<file path="src/rtl/rxseq_pkg.sv">
package rxseq_pkg;

    typedef enum logic [3:0] {
        ST_IDLE,
        ST_REG,
        ST_XOSC,
        ST_PLL,
        ST_VCO,
        ST_SETTLE,
        ST_FE,
        ST_ADC,
        ST_RX
    } seq_state_t;

    typedef struct packed {
        logic start;
        logic adc_fin;
        logic tmr_load;
        logic tmr_clr;
    } seq_evt_t;

    typedef struct packed {
        logic modem;
        logic adc_req;
        logic fe;
        logic vco_req;
        logic pll;
        logic xosc;
        logic ldo;
    } step_out_t;

    // settle length in prescaled ticks, never zero
    function automatic int unsigned settle_ticks(input logic [4:0] coarse,
                                                 input logic [2:0] fine);
        int unsigned v;
        v = int'(coarse) * 4 + int'(fine);
        return (v == 0) ? 1 : v;
    endfunction

    // crystal wait in prescaled ticks, optionally halved, never zero
    function automatic int unsigned xosc_ticks(input int unsigned base,
                                               input logic half);
        int unsigned v;
        v = half ? (base >> 1) : base;
        return (v == 0) ? 1 : v;
    endfunction

endpackage

</file>
<file path="src/rtl/rxseq_tick_timer.sv">
module rxseq_tick_timer #(
    parameter int PRESCALE = 4,
    parameter int TICK_W   = 8
) (
    input  logic              clk,
    input  logic              rst,
    input  logic              clr,
    input  logic              load,
    input  logic [TICK_W-1:0] load_val,
    output logic              done
);
    localparam int PW = (PRESCALE > 1) ? $clog2(PRESCALE) : 1;
    localparam logic [PW-1:0] PMAX = PW'(PRESCALE - 1);

    logic [PW-1:0]     presc;
    logic [TICK_W-1:0] cnt;
    logic              running;
    logic              tick;

    assign tick = running && (presc == PMAX);
    assign done = tick && (cnt == TICK_W'(1));

    always_ff @(posedge clk) begin
        if (rst || clr) begin
            running <= 1'b0;
            presc   <= '0;
            cnt     <= '0;
        end else if (load) begin
            running <= 1'b1;
            presc   <= '0;
            cnt     <= load_val;
        end else if (running) begin
            presc <= tick ? '0 : presc + PW'(1);
            if (tick) begin
                if (cnt == TICK_W'(1)) running <= 1'b0;
                cnt <= cnt - TICK_W'(1);
            end
        end
    end
endmodule

</file>
<file path="src/rtl/rxseq_fsm.sv">
module rxseq_fsm
    import rxseq_pkg::*;
#(
    parameter int XTAL_TICKS = 12,
    parameter int TICK_W     = 8
) (
    input  logic              clk,
    input  logic              rst,
    input  logic              rx_en,
    input  logic              xosc_half,
    input  logic              vco_cal_en,
    input  logic [4:0]        settle_coarse,
    input  logic [2:0]        settle_fine,
    input  logic              vco_cal_done,
    input  logic              adc_cal_ack,
    input  logic              tmr_done,
    output seq_state_t        state,
    output seq_evt_t          evt,
    output logic [TICK_W-1:0] load_val
);
    seq_state_t nx;

    always_comb begin
        nx       = state;
        evt      = '0;
        load_val = '0;
        if (!rx_en) begin
            nx          = ST_IDLE;
            evt.tmr_clr = 1'b1;
        end else begin
            case (state)
                ST_IDLE: begin
                    nx        = ST_REG;
                    evt.start = 1'b1;
                end
                ST_REG: begin
                    nx           = ST_XOSC;
                    evt.tmr_load = 1'b1;
                    load_val     = TICK_W'(xosc_ticks(XTAL_TICKS, xosc_half));
                end
                ST_XOSC: if (tmr_done) nx = ST_PLL;
                ST_PLL: begin
                    if (vco_cal_en) begin
                        nx = ST_VCO;
                    end else begin
                        nx           = ST_SETTLE;
                        evt.tmr_load = 1'b1;
                        load_val     = TICK_W'(settle_ticks(settle_coarse, settle_fine));
                    end
                end
                ST_VCO: begin
                    if (vco_cal_done) begin
                        nx           = ST_SETTLE;
                        evt.tmr_load = 1'b1;
                        load_val     = TICK_W'(settle_ticks(settle_coarse, settle_fine));
                    end
                end
                ST_SETTLE: if (tmr_done) nx = ST_FE;
                ST_FE:     nx = ST_ADC;
                ST_ADC: begin
                    if (adc_cal_ack) begin
                        nx          = ST_RX;
                        evt.adc_fin = 1'b1;
                    end
                end
                ST_RX:   nx = ST_RX;
                default: nx = ST_IDLE;
            endcase
        end
    end

    always_ff @(posedge clk) begin
        if (rst) state <= ST_IDLE;
        else     state <= nx;
    end
endmodule

</file>
<file path="src/rtl/rxseq_outdec.sv">
module rxseq_outdec
    import rxseq_pkg::*;
(
    input  logic       clk,
    input  logic       rst,
    input  seq_state_t state,
    input  seq_evt_t   evt,
    output step_out_t  steps,
    output logic       busy,
    output logic       rx_ready,
    output logic       adc_cal_done
);
    always_comb begin
        steps.ldo     = (state != ST_IDLE);
        steps.xosc    = (state >= ST_XOSC);
        steps.pll     = (state >= ST_PLL);
        steps.vco_req = (state == ST_VCO);
        steps.fe      = (state >= ST_FE);
        steps.adc_req = (state == ST_ADC);
        steps.modem   = (state == ST_RX);
        busy          = (state != ST_IDLE) && (state != ST_RX);
    end

    always_ff @(posedge clk) begin
        if (rst) begin
            rx_ready     <= 1'b0;
            adc_cal_done <= 1'b0;
        end else begin
            rx_ready <= evt.adc_fin;
            if (evt.start)        adc_cal_done <= 1'b0;
            else if (evt.adc_fin) adc_cal_done <= 1'b1;
        end
    end
endmodule

</file>
<file path="src/rtl/rxseq_top.sv">
module rxseq_top
    import rxseq_pkg::*;
#(
    parameter int PRESCALE   = 4,
    parameter int XTAL_TICKS = 12,
    parameter int TICK_W     = 8
) (
    input  logic       clk,
    input  logic       rst,
    input  logic       rx_en,
    input  logic       xosc_half,
    input  logic       vco_cal_en,
    input  logic [4:0] settle_coarse,
    input  logic [2:0] settle_fine,
    input  logic       vco_cal_done,
    input  logic       adc_cal_ack,
    output logic       ldo_en,
    output logic       xosc_en,
    output logic       pll_en,
    output logic       vco_cal_req,
    output logic       rxfe_en,
    output logic       adc_cal_req,
    output logic       modem_rx_en,
    output logic       busy,
    output logic       rx_ready,
    output logic       adc_cal_done
);
    seq_state_t        state;
    seq_evt_t          evt;
    step_out_t         steps;
    logic [TICK_W-1:0] load_val;
    logic              tmr_done;

    rxseq_fsm #(.XTAL_TICKS(XTAL_TICKS), .TICK_W(TICK_W)) u_fsm (
        .clk(clk), .rst(rst), .rx_en(rx_en), .xosc_half(xosc_half),
        .vco_cal_en(vco_cal_en), .settle_coarse(settle_coarse),
        .settle_fine(settle_fine), .vco_cal_done(vco_cal_done),
        .adc_cal_ack(adc_cal_ack), .tmr_done(tmr_done),
        .state(state), .evt(evt), .load_val(load_val)
    );

    rxseq_tick_timer #(.PRESCALE(PRESCALE), .TICK_W(TICK_W)) u_tmr (
        .clk(clk), .rst(rst), .clr(evt.tmr_clr), .load(evt.tmr_load),
        .load_val(load_val), .done(tmr_done)
    );

    rxseq_outdec u_dec (
        .clk(clk), .rst(rst), .state(state), .evt(evt), .steps(steps),
        .busy(busy), .rx_ready(rx_ready), .adc_cal_done(adc_cal_done)
    );

    assign ldo_en      = steps.ldo;
    assign xosc_en     = steps.xosc;
    assign pll_en      = steps.pll;
    assign vco_cal_req = steps.vco_req;
    assign rxfe_en     = steps.fe;
    assign adc_cal_req = steps.adc_req;
    assign modem_rx_en = steps.modem;
endmodule

</file>
<file path="config.mk">
export PLATFORM = sky130hd
export DESIGN_NAME = rxseq_top
export DESIGN_NICKNAME = d
export VERILOG_FILES = /design/src/rtl/rxseq_pkg.sv /design/src/rtl/rxseq_tick_timer.sv /design/src/rtl/rxseq_fsm.sv /design/src/rtl/rxseq_outdec.sv /design/src/rtl/rxseq_top.sv
export SDC_FILE = /design/constraint.sdc
export NUM_CORES = 1
export LEC_CHECK = 0
export BUFFER_PORTS_ARGS = -buffer_cell sky130_fd_sc_hd__buf_4
export CAP_MARGIN = 20
export CELL_PAD_IN_SITES_DETAIL_PLACEMENT = 0
export CELL_PAD_IN_SITES_GLOBAL_PLACEMENT = 1
export CORE_UTILIZATION = 36
export DETAILED_ROUTE_END_ITERATION = 7
export HOLD_SLACK_MARGIN = 0.03
export PLACE_DENSITY = 0.72
export SLEW_MARGIN = 30
export SYNTH_ARGS = -nofsm -noshare
export SYNTH_HDL_FRONTEND = slang
export SYNTH_HIERARCHICAL = 1
export SYNTH_SLANG_ARGS = --single-unit
</file>
<file path="constraint.sdc">
create_clock -name clk -period 2.1 [get_ports clk]
set_clock_uncertainty 0.05 [all_clocks]
set_input_delay 0.21 -clock clk [delete_from_list [all_inputs] [get_ports clk]]
set_output_delay 0.21 -clock clk [all_outputs]
set_load 0.1 [all_outputs]
</file>
# == Word level (Yosys, flattened, before mapping) ==
# Index checks and enable logic that the tools add are counted.
# classes
reduce_logical,15
n_lt_le_gt_ge,3
n_eq_ne,15
n_mux,29
n_addsub,3
n_bitwise,1
# ops
operator,count
zero test 32 bit,2
two-way mux 8 bit,8
one-hot mux 4 bit (9 select lines),1
one-hot mux 8 bit (3 select lines),1
two-way mux 4 bit,5
== test 4 x 3 -> 1 bit (second input constant),4
two-way mux 1 bit,11
adder 7 x 3 -> 8 bit,1
== test 4 x 2 -> 1 bit (second input constant),2
== test 8 x 1 -> 1 bit (second input constant),1
>= comparator 4 x 2 -> 1 bit (second input constant),2
inequality test 2 bit (second input constant),4
subtractor 8 x 1 -> 8 bit (second input constant),1
OR reduction 2 bit,3
== test 4 x 1 -> 1 bit (second input constant),1
== test 4 bit (second input constant),1
>= comparator 4 x 3 -> 1 bit (second input constant),1
zero test 4 bit,1
inequality test 4 bit (second input constant),1
AND reduction 4 bit,1
nonzero test 2 bit,2
nonzero test 4 bit,1
logical AND 1 bit,3
two-way mux 3 bit,1
other kinds (7),7
# word_totals
output_inout_bits,10
register_bits,17
elab_cells,72

# == Depth between registers and ports, before layout ==
# depth
word_depth,7
ltp_mapped,11

# == Cells and area by module ==
# Netlist, hierarchy kept.
# modules_own_cells
module,seq_area_each_um2,area_per_inst_um2,cells_per_inst,instances
rxseq_tick_timer,220.2,603.1,72,1
rxseq_fsm,80.1,554.3,75,1
rxseq_outdec,40.0,123.9,19,1

# == Worst setup path before layout ==
# Ideal clock, no wire load.
# synth_path
kind,flip-flop to output port
startpoint,register u_fsm.state[2]
endpoint,output port vco_cal_req
path_slack_ps,-664
path_buffers,0
arrival_ps,2504
required_ps,1840
stages_incl_launch_ff,3
cell_sequence,dfxtp_1 nand2b_1 nor3_1
# synth_between
elab_chain_cells,1
# synth_rtl
item,line_no,source
from (decl),rxseq_fsm.sv:17,"output seq_state_t state,"
from (signal assigned),rxseq_fsm.sv:74,else state <= nx;
== test 4 x 3 -> 1 bit,rxseq_outdec.sv:17,steps.vco_req = (state == ST_VCO);
to (decl),rxseq_top.sv:20,"output logic vco_cal_req,"
# No other way between the ends.

# == Worst setup path after layout ==
# layout_path
startpoint,register u_tmr.cnt[3]
endpoint,register u_fsm.state[1]
# layout_between
elab_chain_cells,4
word_cells_on_any_way,5
classes_between,3 x eq/ne; 2 x reduce/logical
# layout_rtl
item,line_no,source
from (decl),rxseq_tick_timer.sv:16,logic [TICK_W-1:0] cnt;
from (signal assigned),rxseq_tick_timer.sv:31,cnt <= load_val;
from (signal assigned),rxseq_tick_timer.sv:36,cnt <= cnt - TICK_W'(1);
== test 8 x 1 -> 1 bit (*),rxseq_tick_timer.sv:21,assign done = tick && (cnt == TICK_W'(1));
logical AND 1 bit (*),rxseq_tick_timer.sv:21,
net tmr_done,rxseq_top.sv:32,logic tmr_done;
inequality test 2 bit (no line),--,
AND reduction 4 bit (no line) (*),--,
# The timed path passes the listed nets; every way through them passes the cells marked *.
# A chain may end at the register's enable or synchronous reset.

==> out/metrics.cfg <==
[flow_run]
max_cap_viol_count = 0

[finish]
postLayoutCoreUtil_pct = 47.8
area.growth.synth_to_final_pct = 25.4
layout.cells.most_common = buf_4
final_cell_mix = 36 x buf_4, 18 x nor2_1, 16 x dfxtp_1
drive_above_1_share_pct = 27.4
diodes = 0
layout.nets = 219

[worst_setup_path]
max_stage_delay_ps = 560
end_kind = flip-flop
crit_family = simple AND/OR/NAND/NOR gates
arrival_ps = 2190
regToRegSetupSlack_ps = 90
start_kind = flip-flop
worst_path_max_delay_cell = or4_4
cp_max_fo = 6
required_ps = 2280
critPathKind = reg2reg
path_cells = or4_4 > nor4_4 > buf_4 > a211oi_4 > or4_1 > a31oi_1
critPathBufInv = 1

[synthesis]
seq_area_frac_synth_pct = 26.6
synth_ff_type = dfxtp_1
synth.largest_area_cell = dfxtp_1
syn_nets = 187
synth_edf_count = 0
yosys.area.top_type_share_pct = 26.6
syn_area_um2 = 1280
synthCells = 166
yosysWarnings = 6
synth_area_leaders = dfxtp_1 27%, ha_1 5.9%, nor2_1 5.3%
ys_ff_latch = 17
synth_cell_types = 50
async_reset_ff_share_pct = 0
syn_avg_cell_area_um2 = 7.72

[clocking]
clock_latency_ps = 290
cts_root_buf = clkbuf_4
cts-buffers-inserted = 3
clockBufferDepth = 2
cts_tree = done
clkSlewWorstSetupHoldPaths_ps = 110
cts_sinks = 17
cts_hold_buf = 0
htree_levels = 1

[run_status]
status = finished, final reports clean

[grt]
grt_pass1_wl_um = 4800
grt.overflow.total = 0
grt_pass1_vias = 1117
grt_antenna_before_repair = 0
grtUsageTotal_pct = 17.2
grt_max_degree = 13

[detailed_routing]
drt_first_iter_violations = 54
postRouteAntennaNets = 0
avgRoutedWirePerCell_um = 12.1
via_per_inst = 5.13
first_pass_iters = 4
vias = 1246
finalWirelength_um = 2940
remaining_drc_errors = 0

[power_and_ir_drop]
leakage_nw = 0.661
ir_drop_mv = 0.212
p_per_area_nw_per_um2 = 439
total_power_w = 0.000705

[sta]
min_period_ps = 2010
finalHoldViolations = 0
slew_violations = 0
setup_viol = 0
finalCritPeriodShare_pct = 95.5
layout_setup_ws_ps = 93.9
rsz0062_at_grt = no
tightestPinTransition_ps = 351
setup-tns-final_ps = 0
worst_hold_slack_ps = 46.7
slew_headroom_pct = 76.6
fmax_mhz = 498

[floorplan]
core_area_um2 = 3360
die_h_um = 61.7
die-area_um2 = 3800
ios = 25
dieWidth_um = 61.7
initial_core_util_pct = 38.1
num_rows = 21

[placement]
gp_congestion = 0.780
numPortBuffers = 24
place_ws_ps = 57.4
hpwlAfterDp_um = 2300

[min_path]
timing.hold.worst.class = in2reg

registers in the layout, summed over array words and instances, names as in the netlist:
signal and cells:
u_dec/adc_cal_done 1, u_fsm/state 4, u_tmr/running 1, u_tmr/presc 2, u_tmr/cnt 8, u_dec/rx_ready 1
worst register-to-register path, delay by kind of cell, from the launching register on:
family,cells,cell delay (ps)
AND/OR/NAND/NOR,3,1220
AO/OA/AOI/OAI,2,180
buffers and inverters,1,170
flip-flops,1,330
synthesized netlist by cell type, types with 2 or more instances:
| master | instances |
|---|---|
| nor2_1 | 18 |
| dfxtp_1 | 17 |
| nand2_1 | 12 |
| a21oi_1 | 11 |
| inv_1 | 10 |
| nor3_1 | 9 |
| ha_1 | 6 |
| nand2b_1 | 6 |
| nand3_1 | 6 |
| xnor2_1 | 5 |
| a31oi_1 | 4 |
| buf_2 | 4 |
| xor2_1 | 4 |
| clkbuf_1 | 3 |
| mux2i_1 | 3 |
| nor2b_1 | 3 |
| nor4_1 | 3 |
| o21ai_0 | 3 |
| o21ai_1 | 3 |
| or3_1 | 3 |
| and3_1 | 2 |
| nand3b_1 | 2 |
| o22ai_1 | 2 |
path summary, 6_finish.rpt:
path,start,to,depth (start not counted)
worst max register to register,u_tmr/cnt[3],u_fsm/state[1],6
worst max-delay path,u_tmr/cnt[3],u_fsm/state[1],6
worst min-delay path,rst,u_dec/rx_ready,2
worst min register to register,u_dec/adc_cal_done,u_dec/adc_cal_done,2
what timing repair did:
item / 4_1_cts / 5_1_grt
endpoints found under the setup margin: 0 / 1
buffers inserted: 0 / 2
gates resized for setup: 0 / 3
report_power, final:
part	switching, W	internal (W)
Clock	0.000113	0.0000708
Sequential	0.00000706	0.000327
Combinational	0.000117	0.0000704
logic make-up (layout without fill, tap and decap cells):
group                      after synthesis  after routing  share of synthesized area [%]
DFF                                     17             17                           26.6
AOI/OAI and AO/OA                       34             34                           18.7
and+or+nand+nor                         78             78                           33.7
xor gates and xnor gates                 9              9                           6.15
muxes                                    3              3                           2.34
adders and majority gates                6              6                           5.86
buffers and inverters                   19             50                           6.64
routing by layer:
layer  global-route usage [%]  vias up  share of wire [%]
met3                     3.15        2                1.6
met4                     5.71        0               0.65
met5                        0        -                  0
met2                     28.7        9                 49
li1                         -      647                  -
met1                     22.2      588                 49
layout make-up:
| cell class | count | area, um2 |
|---|---|---|
| Inverter | 10 | 37.5 |
| Sequential cell | 17 | 344 |
| Tap cell | 46 | 57.6 |
| Fill cell | 377 | 1760 |
| Clock inverter | 1 | 5.00 |
| Clock buffer | 3 | 22.5 |
| Timing Repair Buffer | 36 | 270 |
| Multi-Input combinational cell | 130 | 870 |
per-stage QoR:
stage / std cells / cell area (um2)
5_1_grt: 243 / 1610
3_3_place_gp: 237 / 1550
4_1_cts: 241 / 1580
6_report: 243 / 1610
2_1_floorplan: 166 / 1290
3_5_place_dp: 237 / 1550
No activity file was read; power rests on OpenSTA's default activity.
